===== config.mk =====
export PLATFORM = sky130hd
export DESIGN_NAME = serial_load_seq
export DESIGN_NICKNAME = d
export VERILOG_FILES = /design/src/rtl/slsq_pkg.sv /design/src/rtl/slsq_timer.sv /design/src/rtl/slsq_shifter.sv /design/src/rtl/serial_load_seq.sv
export SDC_FILE = /design/constraint.sdc
export NUM_CORES = 1
export LEC_CHECK = 0
export BUFFER_PORTS_ARGS = -buffer_cell sky130_fd_sc_hd__buf_2
export CAP_MARGIN = 10
export CORE_MARGIN = 2
export CORE_UTILIZATION = 45
export CTS_CLUSTER_SIZE = 14
export DETAILED_ROUTE_END_ITERATION = 8
export HOLD_SLACK_MARGIN = 0.08
export PLACE_DENSITY = 0.74
export SETUP_SLACK_MARGIN = 0.3
export SKIP_CTS_REPAIR_TIMING = 1
export SLEW_MARGIN = 20
export SYNTH_ARGS = -nofsm -noshare
export SYNTH_HDL_FRONTEND = slang
export SYNTH_SLANG_ARGS = --single-unit

===== constraint.sdc =====
create_clock -name clk -period 4.8 [get_ports clk]
set_clock_uncertainty 0.2 [all_clocks]
set_input_delay 0.96 -clock clk [delete_from_list [all_inputs] [get_ports clk]]
set_output_delay 0.96 -clock clk [all_outputs]
set_load 0.05 [all_outputs]

===== src/rtl/slsq_pkg.sv =====
package slsq_pkg;

    typedef enum logic [2:0] {
        ST_IDLE,
        ST_SETUP,
        ST_CLK_HIGH,
        ST_HOLD,
        ST_STROBE_WAIT,
        ST_STROBE,
        ST_DONE
    } seq_state_e;

    // whole cycles covering a nanosecond floor, never fewer than one
    function automatic int ns_to_cyc(input int ns, input int period_ns);
        int c;
        c = (ns + period_ns - 1) / period_ns;
        return (c < 1) ? 1 : c;
    endfunction

    function automatic int max3(input int a, input int b, input int c);
        int m;
        m = (a > b) ? a : b;
        return (m > c) ? m : c;
    endfunction

endpackage


===== src/rtl/slsq_timer.sv =====
module slsq_timer #(
    parameter int CNT_W = 5
) (
    input  logic             clk,
    input  logic             rst_n,
    input  logic             load,
    input  logic [CNT_W-1:0] load_val,
    output logic             expired
);

    logic [CNT_W-1:0] cnt;

    always_ff @(posedge clk or negedge rst_n) begin
        if (!rst_n) begin
            cnt <= '0;
        end else if (load) begin
            cnt <= load_val;
        end else if (cnt != '0) begin
            cnt <= cnt - 1'b1;
        end
    end

    assign expired = (cnt == '0);

endmodule


===== src/rtl/slsq_shifter.sv =====
module slsq_shifter #(
    parameter int W = 16
) (
    input  logic         clk,
    input  logic         rst_n,
    input  logic         load,
    input  logic [W-1:0] word,
    input  logic         shift,
    output logic         msb,
    output logic         last_bit
);

    localparam int BC_W = $clog2(W + 1);

    logic [W-1:0]    sh;
    logic [BC_W-1:0] left;

    always_ff @(posedge clk or negedge rst_n) begin
        if (!rst_n) begin
            sh   <= '0;
            left <= '0;
        end else if (load) begin
            sh   <= word;
            left <= BC_W'(W);
        end else if (shift) begin
            sh <= {sh[W-2:0], 1'b0};
            if (left != '0) begin
                left <= left - 1'b1;
            end
        end
    end

    assign msb      = sh[W-1];
    assign last_bit = (left == BC_W'(1));

endmodule


===== src/rtl/serial_load_seq.sv =====
module serial_load_seq #(
    parameter int NUM_DEV       = 2,
    parameter int DEV_BITS      = 8,
    parameter int SYS_PERIOD_NS = 10,
    parameter int T_SETUP_NS    = 75,
    parameter int T_HOLD_NS     = 75,
    parameter int T_CLKW_NS     = 150,
    parameter int T_DATAW_NS    = 150,
    parameter int T_GAP_NS      = 300,
    parameter int T_STBW_NS     = 100,
    localparam int WORD_W       = NUM_DEV * DEV_BITS
) (
    input  logic              clk,
    input  logic              rst_n,
    input  logic              in_valid,
    output logic              in_ready,
    input  logic [WORD_W-1:0] in_word,
    input  logic              in_blank,
    output logic              ser_data,
    output logic              ser_clk,
    output logic              ser_strobe,
    output logic              out_blank
);

    localparam int SETUP_CYC = slsq_pkg::ns_to_cyc(T_SETUP_NS, SYS_PERIOD_NS);
    localparam int HOLD_CYC  = slsq_pkg::ns_to_cyc(T_HOLD_NS,  SYS_PERIOD_NS);
    localparam int CLKH_CYC  = slsq_pkg::ns_to_cyc(T_CLKW_NS,  SYS_PERIOD_NS);
    localparam int DATA_CYC  = slsq_pkg::ns_to_cyc(T_DATAW_NS, SYS_PERIOD_NS);
    localparam int GAP_CYC   = slsq_pkg::ns_to_cyc(T_GAP_NS,   SYS_PERIOD_NS);
    localparam int STB_CYC   = slsq_pkg::ns_to_cyc(T_STBW_NS,  SYS_PERIOD_NS);
    // setup phase also stretches the data window and the clock low time
    localparam int SETUP_LEN = slsq_pkg::max3(SETUP_CYC,
                                              DATA_CYC - CLKH_CYC - HOLD_CYC,
                                              CLKH_CYC - HOLD_CYC);
    localparam int MAX_LEN   = slsq_pkg::max3(slsq_pkg::max3(SETUP_LEN, CLKH_CYC, HOLD_CYC),
                                              GAP_CYC, STB_CYC);
    localparam int CNT_W     = $clog2(MAX_LEN + 1);

    slsq_pkg::seq_state_e state, nxt;

    logic             tmr_load;
    logic [CNT_W-1:0] tmr_val;
    logic             tmr_done;
    logic             sh_load;
    logic             sh_shift;
    logic             sh_msb;
    logic             sh_last;
    logic             blank_mode;
    logic             busy_nxt;

    slsq_timer #(.CNT_W(CNT_W)) u_timer (
        .clk      (clk),
        .rst_n    (rst_n),
        .load     (tmr_load),
        .load_val (tmr_val),
        .expired  (tmr_done)
    );

    slsq_shifter #(.W(WORD_W)) u_shifter (
        .clk      (clk),
        .rst_n    (rst_n),
        .load     (sh_load),
        .word     (in_word),
        .shift    (sh_shift),
        .msb      (sh_msb),
        .last_bit (sh_last)
    );

    assign in_ready = (state == slsq_pkg::ST_IDLE);
    assign ser_data = sh_msb;

    // next state and sequencing strobes
    always_comb begin
        nxt      = state;
        tmr_load = 1'b0;
        tmr_val  = '0;
        sh_load  = 1'b0;
        sh_shift = 1'b0;
        unique case (state)
            slsq_pkg::ST_IDLE: begin
                if (in_valid) begin
                    nxt      = slsq_pkg::ST_SETUP;
                    tmr_load = 1'b1;
                    tmr_val  = CNT_W'(SETUP_LEN - 1);
                    sh_load  = 1'b1;
                end
            end
            slsq_pkg::ST_SETUP: begin
                if (tmr_done) begin
                    nxt      = slsq_pkg::ST_CLK_HIGH;
                    tmr_load = 1'b1;
                    tmr_val  = CNT_W'(CLKH_CYC - 1);
                end
            end
            slsq_pkg::ST_CLK_HIGH: begin
                if (tmr_done) begin
                    nxt      = slsq_pkg::ST_HOLD;
                    tmr_load = 1'b1;
                    tmr_val  = CNT_W'(HOLD_CYC - 1);
                end
            end
            slsq_pkg::ST_HOLD: begin
                if (tmr_done) begin
                    sh_shift = 1'b1;
                    tmr_load = 1'b1;
                    if (sh_last) begin
                        nxt     = slsq_pkg::ST_STROBE_WAIT;
                        tmr_val = CNT_W'(GAP_CYC - 1);
                    end else begin
                        nxt     = slsq_pkg::ST_SETUP;
                        tmr_val = CNT_W'(SETUP_LEN - 1);
                    end
                end
            end
            slsq_pkg::ST_STROBE_WAIT: begin
                if (tmr_done) begin
                    nxt      = slsq_pkg::ST_STROBE;
                    tmr_load = 1'b1;
                    tmr_val  = CNT_W'(STB_CYC - 1);
                end
            end
            slsq_pkg::ST_STROBE: begin
                if (tmr_done) begin
                    nxt = slsq_pkg::ST_DONE;
                end
            end
            slsq_pkg::ST_DONE: begin
                nxt = slsq_pkg::ST_IDLE;
            end
            default: begin
                nxt = slsq_pkg::ST_IDLE;
            end
        endcase
    end

    // state register
    always_ff @(posedge clk or negedge rst_n) begin
        if (!rst_n) begin
            state <= slsq_pkg::ST_IDLE;
        end else begin
            state <= nxt;
        end
    end

    // blanking request captured with the word
    always_ff @(posedge clk or negedge rst_n) begin
        if (!rst_n) begin
            blank_mode <= 1'b0;
        end else if (sh_load) begin
            blank_mode <= in_blank;
        end
    end

    assign busy_nxt = (nxt != slsq_pkg::ST_IDLE) && (nxt != slsq_pkg::ST_DONE);

    // registered pin outputs, decoded from the state being entered
    always_ff @(posedge clk or negedge rst_n) begin
        if (!rst_n) begin
            ser_clk    <= 1'b0;
            ser_strobe <= 1'b0;
            out_blank  <= 1'b0;
        end else begin
            ser_clk    <= (nxt == slsq_pkg::ST_CLK_HIGH);
            ser_strobe <= (nxt == slsq_pkg::ST_STROBE);
            out_blank  <= busy_nxt && (sh_load ? in_blank : blank_mode);
        end
    end

endmodule


### Word level (Yosys, flattened, before mapping)

Index checks and enable logic that the tools add are counted.

| cells by class | value |
|---|---|
| $add $sub $neg | 2 |
| equality and inequality tests | 9 |
| mux-type cells | 28 |
| reductions and logical operators | 12 |

Operators with widths:

| cell | number |
|---|---|
| two-way mux 5 bit | 7 |
| two-way mux 16 bit | 2 |
| two-way mux 3 bit | 9 |
| case mux 5 bit (5 select lines) | 1 |
| case mux 3 bit (6 select lines) | 1 |
| nonzero test 5 bit | 2 |
| subtractor 5 x 1 -> 5 bit, second input constant | 2 |
| equality test 3 x 2 -> 1 bit, second input constant | 3 |
| equality test 3 bit, second input constant | 3 |
| two-way mux 4 bit | 2 |
| nonzero test 2 bit | 3 |
| equality test 5 x 1 -> 1 bit, second input constant | 1 |
| zero test 5 bit | 1 |
| two-way mux 1 bit | 5 |
| OR reduction 4 bit | 1 |
| equality test 3 x 1 -> 1 bit, second input constant | 1 |
| zero test 3 bit | 1 |
| inequality test 3 bit, second input constant | 1 |
| nonzero test 3 bit | 1 |
| logical AND 1 bit | 2 |
| case mux 1 bit (2 select lines) | 1 |
| AND reduction 2 bit | 1 |

| word-level totals | value |
|---|---|
| register bits | 33 |
| input bits | 20 |
| output and inout bits | 5 |
| logic and storage cells | 59 |

### Depth between registers and ports, before layout

| depth | value |
|---|---|
| word-level depth | 7 |
| gate-level depth with buffers | 7 |
| depth with buffers taken out | 6 |

### Modules after synthesis

A second synthesis with hierarchy kept.

| second synthesis, totals | value |
|---|---|
| cells, all modules | 174 |
| area total of the unflattened synthesis | 1746.7 µm² |

By module, submodules not included:

| module | instances | cells each | area each (µm²) | sequential area each (µm²) |
|---|---|---|---|---|
| slsq_shifter | 1 | 99 | 1009.7 | 525.5 |
| serial_load_seq | 1 | 48 | 457.9 | 175.2 |
| slsq_timer | 1 | 27 | 279.0 | 125.1 |

### Least setup slack after synthesis

OpenSTA, ideal clock, no wires.

| timing path | value |
|---|---|
| path type | register -> register |
| start point | register state[0] |
| end point | register u_shifter.sh[10] |
| setup time | 119 ps |
| arrival time | 2604 ps |
| required time | 4481 ps |
| path slack | 1877 ps |
| stages on the path, launching flop included | 6 |
| path buffers | 1 |
| clock period less this slack | 2923 ps |
| path through | dfrtp_1 > nor3_1 > nand2_1 > buf_2 > o22a_1 > o21a_1 |

| between the ends | value |
|---|---|
| word-level cells in the longest chain between the ends | 3 |
| elaborated cells on any way between the ends | 6 |
| classes of those cells | eq/ne (1); mux (3); reduce/logical (2) |

RTL lines:

| element | line | source |
|---|---|---|
| start, declared | serial_load_seq.sv:39 | `slsq_pkg::seq_state_e state, nxt;` |
| start signal, assigned | serial_load_seq.sv:139 | `state <= slsq_pkg::ST_IDLE;` |
| start signal, assigned | serial_load_seq.sv:141 | `state <= nxt;` |
| zero test 3 bit * | n/a |  |
| via in_ready | serial_load_seq.sv:16 | `output logic in_ready,` |
| two-way mux 1 bit * | serial_load_seq.sv:79 | `unique case (state)` |
| two-way mux 16 bit / nonzero test 2 bit (equally long branches) | n/a |  |
| end signal, assigned | slsq_shifter.sv:23 | `sh <= word;` |
| end signal, assigned | slsq_shifter.sv:26 | `sh <= {sh[W-2:0], 1'b0};` |
| end, declared | slsq_shifter.sv:15 | `logic [W-1:0] sh;` |

Mark *: on every way through the listed nets, which the timed path passes. The rest lies on a longest branch.
A chain may end at the register's enable or synchronous reset.

### Worst setup path in the final report

| timing path | value |
|---|---|
| start point | register state[0] |
| end point | output in_ready |

| between the ends | value |
|---|---|
| word-level cells in the longest chain between the ends | 1 |

RTL lines:

| element | line | source |
|---|---|---|
| zero test 3 bit | serial_load_seq.sv:69 | `assign in_ready = (state == slsq_pkg::ST_IDLE);` |
| end, declared | serial_load_seq.sv:16 |  |

Every way passes these cells.

==> impl_metrics.csv <==
group,metric,value,unit
clock_network,clkTransAtPathRegs,70,ps
cells_and_area,area.growth.synth_to_final,14.3,%
synthesis,yosys.cell_types.count,42,
placement,hpwl,2.41,mm
clock_network,clockBufferDepth,2,
sta,finalHoldViolCount,0,
synthesis,synthCells,169,
sta,finalSetupViolCount,0,
sta,slew_viol_final,0,
critical_path,crit_path_start_kind,"register",
sta,slew_headroom,33.8,%
global_routing,grt_pass1_wl,6.32,mm
floorplanning,num_io_pins,25,
synthesis,synthFlopType,"dfrtp_1",
placement,gp_congestion,0.755,
critical_path,worstPathRequired,3640,ps
clock_network,insertion_delay,280,ps
critical_path,r2r_cells,6,
pwr,power,0.523,mW
clock_network,cts_buffers,5,
critical_path,crit_arrival,1780,ps
detailed_routing,ant_nets,0,
cells_and_area,n_fill_cell,334,
detailed_routing,via_per_inst,5.71,
sta,fin_setup_tns,0,ps
detailed_routing,drtIter0Drc,88,
clock_network,cts_root_buffer,"clkbuf_8",
sta,post-route-min-period,2940,ps
floorplanning,core,0.00366,mm2
synthesis,ys_seq_area_share,47.9,%
pwr,power_per_cell_area,265,mW/mm2
min_path,holdPathStages,2,
critical_path,path_class,"reg -> out",
clock_network,cts_tree,"done",
floorplanning,fp.dieArea,0.00435,mm2
synthesis,ys_async_sr_fraction,100,%
clock_network,cts.sinks,33,
placement,place_inst,234,
critical_path,path_max_fanout,15,
synthesis,synth_fp_nets,194,
min_path,hold_path.class,"reg -> reg",
cells_and_area,layout_commonest_cell,"dfrtp_1",
placement,io_buffers,24,
clock_network,h-tree-depth,2,
detailed_routing,routed_wl,3.51,mm
synthesis,synth_warnings,0,
synthesis,synth_area,0.00173,mm2
sta,fmax,340,MHz
critical_path,critPathLaunch,"state[0]",
critical_path,endpoint_kind,"output port",
sta,worst_slew_pin_slew,989,ps
floorplanning,chipWidth,65.9,um
critical_path,rr_startpoint,"u_timer.cnt[0]",
detailed_routing,dr_total_vias,1381,
pwr,irDropWorstVdd,187,uV
global_routing,grt_overflow_total,0,
run,cap_violations,0,
cells_and_area,final_nets,218,
detailed_routing,wl_per_cell,14.5,um
outcome,status,"complete, no violations",
detailed_routing,firstDrtPassIters,4,
floorplanning,row_count,22,
sta,grt_setup_unrepaired,"no",
synthesis,avgSynthCellArea,10.2,um2
pwr,p_leak,0.876,nW
cells_and_area,n_antenna_cell,0,
synthesis,ys_seq_elements,33,
global_routing,grt.total_usage,18.9,%
synthesis,synth_edf_count,0,
cells_and_area,mostFrequentLayoutCells,"33 x dfrtp_1, 24 x buf_2, 22 x nand2_1",
sta,fin_crit_sh,61.3,%
global_routing,grt_pass1_vias,1420,
cells_and_area,fin_cells,242,
detailed_routing,remaining_drc_errors,0,
global_routing,grt_antenna_before_repair,0,
global_routing,grt_max_degree,34,
min_path,min_from,"blank_mode",
floorplanning,initial_core_util,47.1,%
cells_and_area,drive_gt1_share,21.1,%
floorplanning,die_y,65.9,um
[sequential cells by signal (all words and copies together) (netlist names)]
register	cells
blank_mode	1
state	3
u_timer.cnt	5
ser_clk	1
u_shifter.left	5
u_shifter.sh	16
ser_strobe	1
out_blank	1
[metal layers]
layer / GRT usage (%) / vias up / part of all wire (%)
li1: - / 659 / -
met3: 5.96 / 10 / 4.7
met4: 6.51 / 0 / 2.0
met2: 30.8 / 36 / 49
met5: 0 / - / 0
met1: 23.5 / 676 / 44
[cell families (layout without fill, tap and decap cells)]
group,after synthesis,after routing,share of synthesized area (%)
adders and majority gates,5,5,3.63
xor gates and xnor gates,4,4,2.03
DFF,33,33,47.9
buffers and inverters,14,39,3.55
AOI/OAI and AO/OA,48,48,19.7
and+or+nand+nor,59,59,19.7
muxes,6,6,3.48
[cell usage after synthesis (all sizes together), types with 3 or more instances]
| master | number | area [um2] |
|---|---|---|
| dfrtp | 33 | 826 |
| nand2 | 23 | 88.8 |
| o21a | 10 | 75.1 |
| o22a | 10 | 87.6 |
| nand3 | 9 | 57.6 |
| o21ai | 9 | 45.0 |
| a21oi | 7 | 35.0 |
| inv | 7 | 26.3 |
| mux2i | 6 | 60.1 |
| nor2 | 6 | 22.5 |
| ha | 5 | 62.6 |
| buf | 4 | 22.5 |
| or3 | 4 | 25.0 |
| clkbuf | 3 | 12.5 |
| nor3 | 3 | 15.0 |
| xnor2 | 3 | 26.3 |
[worst max-delay path, stage by stage, from the launching register on]
cell	delay, ps
dfrtp_1	580
nor3_1	550
buf_2	360
[path summary, 6_finish.rpt]
check / endpoint / slack (ps)
max: in_ready / 1860
min: blank_mode / 280
max reg2reg: u_shifter.left[4] / 2100
min reg2reg: blank_mode / 280
max in group asynchronous: u_shifter.sh[9] / 3390
min in group asynchronous: u_shifter.left[1] / 540
[cell type report]
class / instances / area, um2 / area share, %
flip-flops and latches: 33 / 826 / 41.9
multi-input cells: 122 / 838 / 42.5
inverters: 7 / 26.3 / 1.33
repair buffers: 24 / 120 / 6.09
clock buffers: 7 / 96.3 / 4.89
clock inverters: 1 / 5.00 / 0.254
well taps: 48 / 60.1 / 3.05
[where the power goes]
part,total [mW],switching [mW],internal [mW]
Combinational,0.0138,0.00824,0.00559
Sequential,0.278,0,0.278
Clock,0.231,0.101,0.130
Total,0.523,0.109,0.413
[through the flow]
step	area [um2]	setup slack [ps]	hold slack, ps	util [%]
CTS	1970	1840	290	53.9
global placement	1870	2230	263	51.1
finish	1970	1860	284	53.9
global route	1970	1760	312	53.9
floorplan	1730	1880	246	-
detailed placement	1870	2130	271	51.1
(Power assumes the default switching activity.)
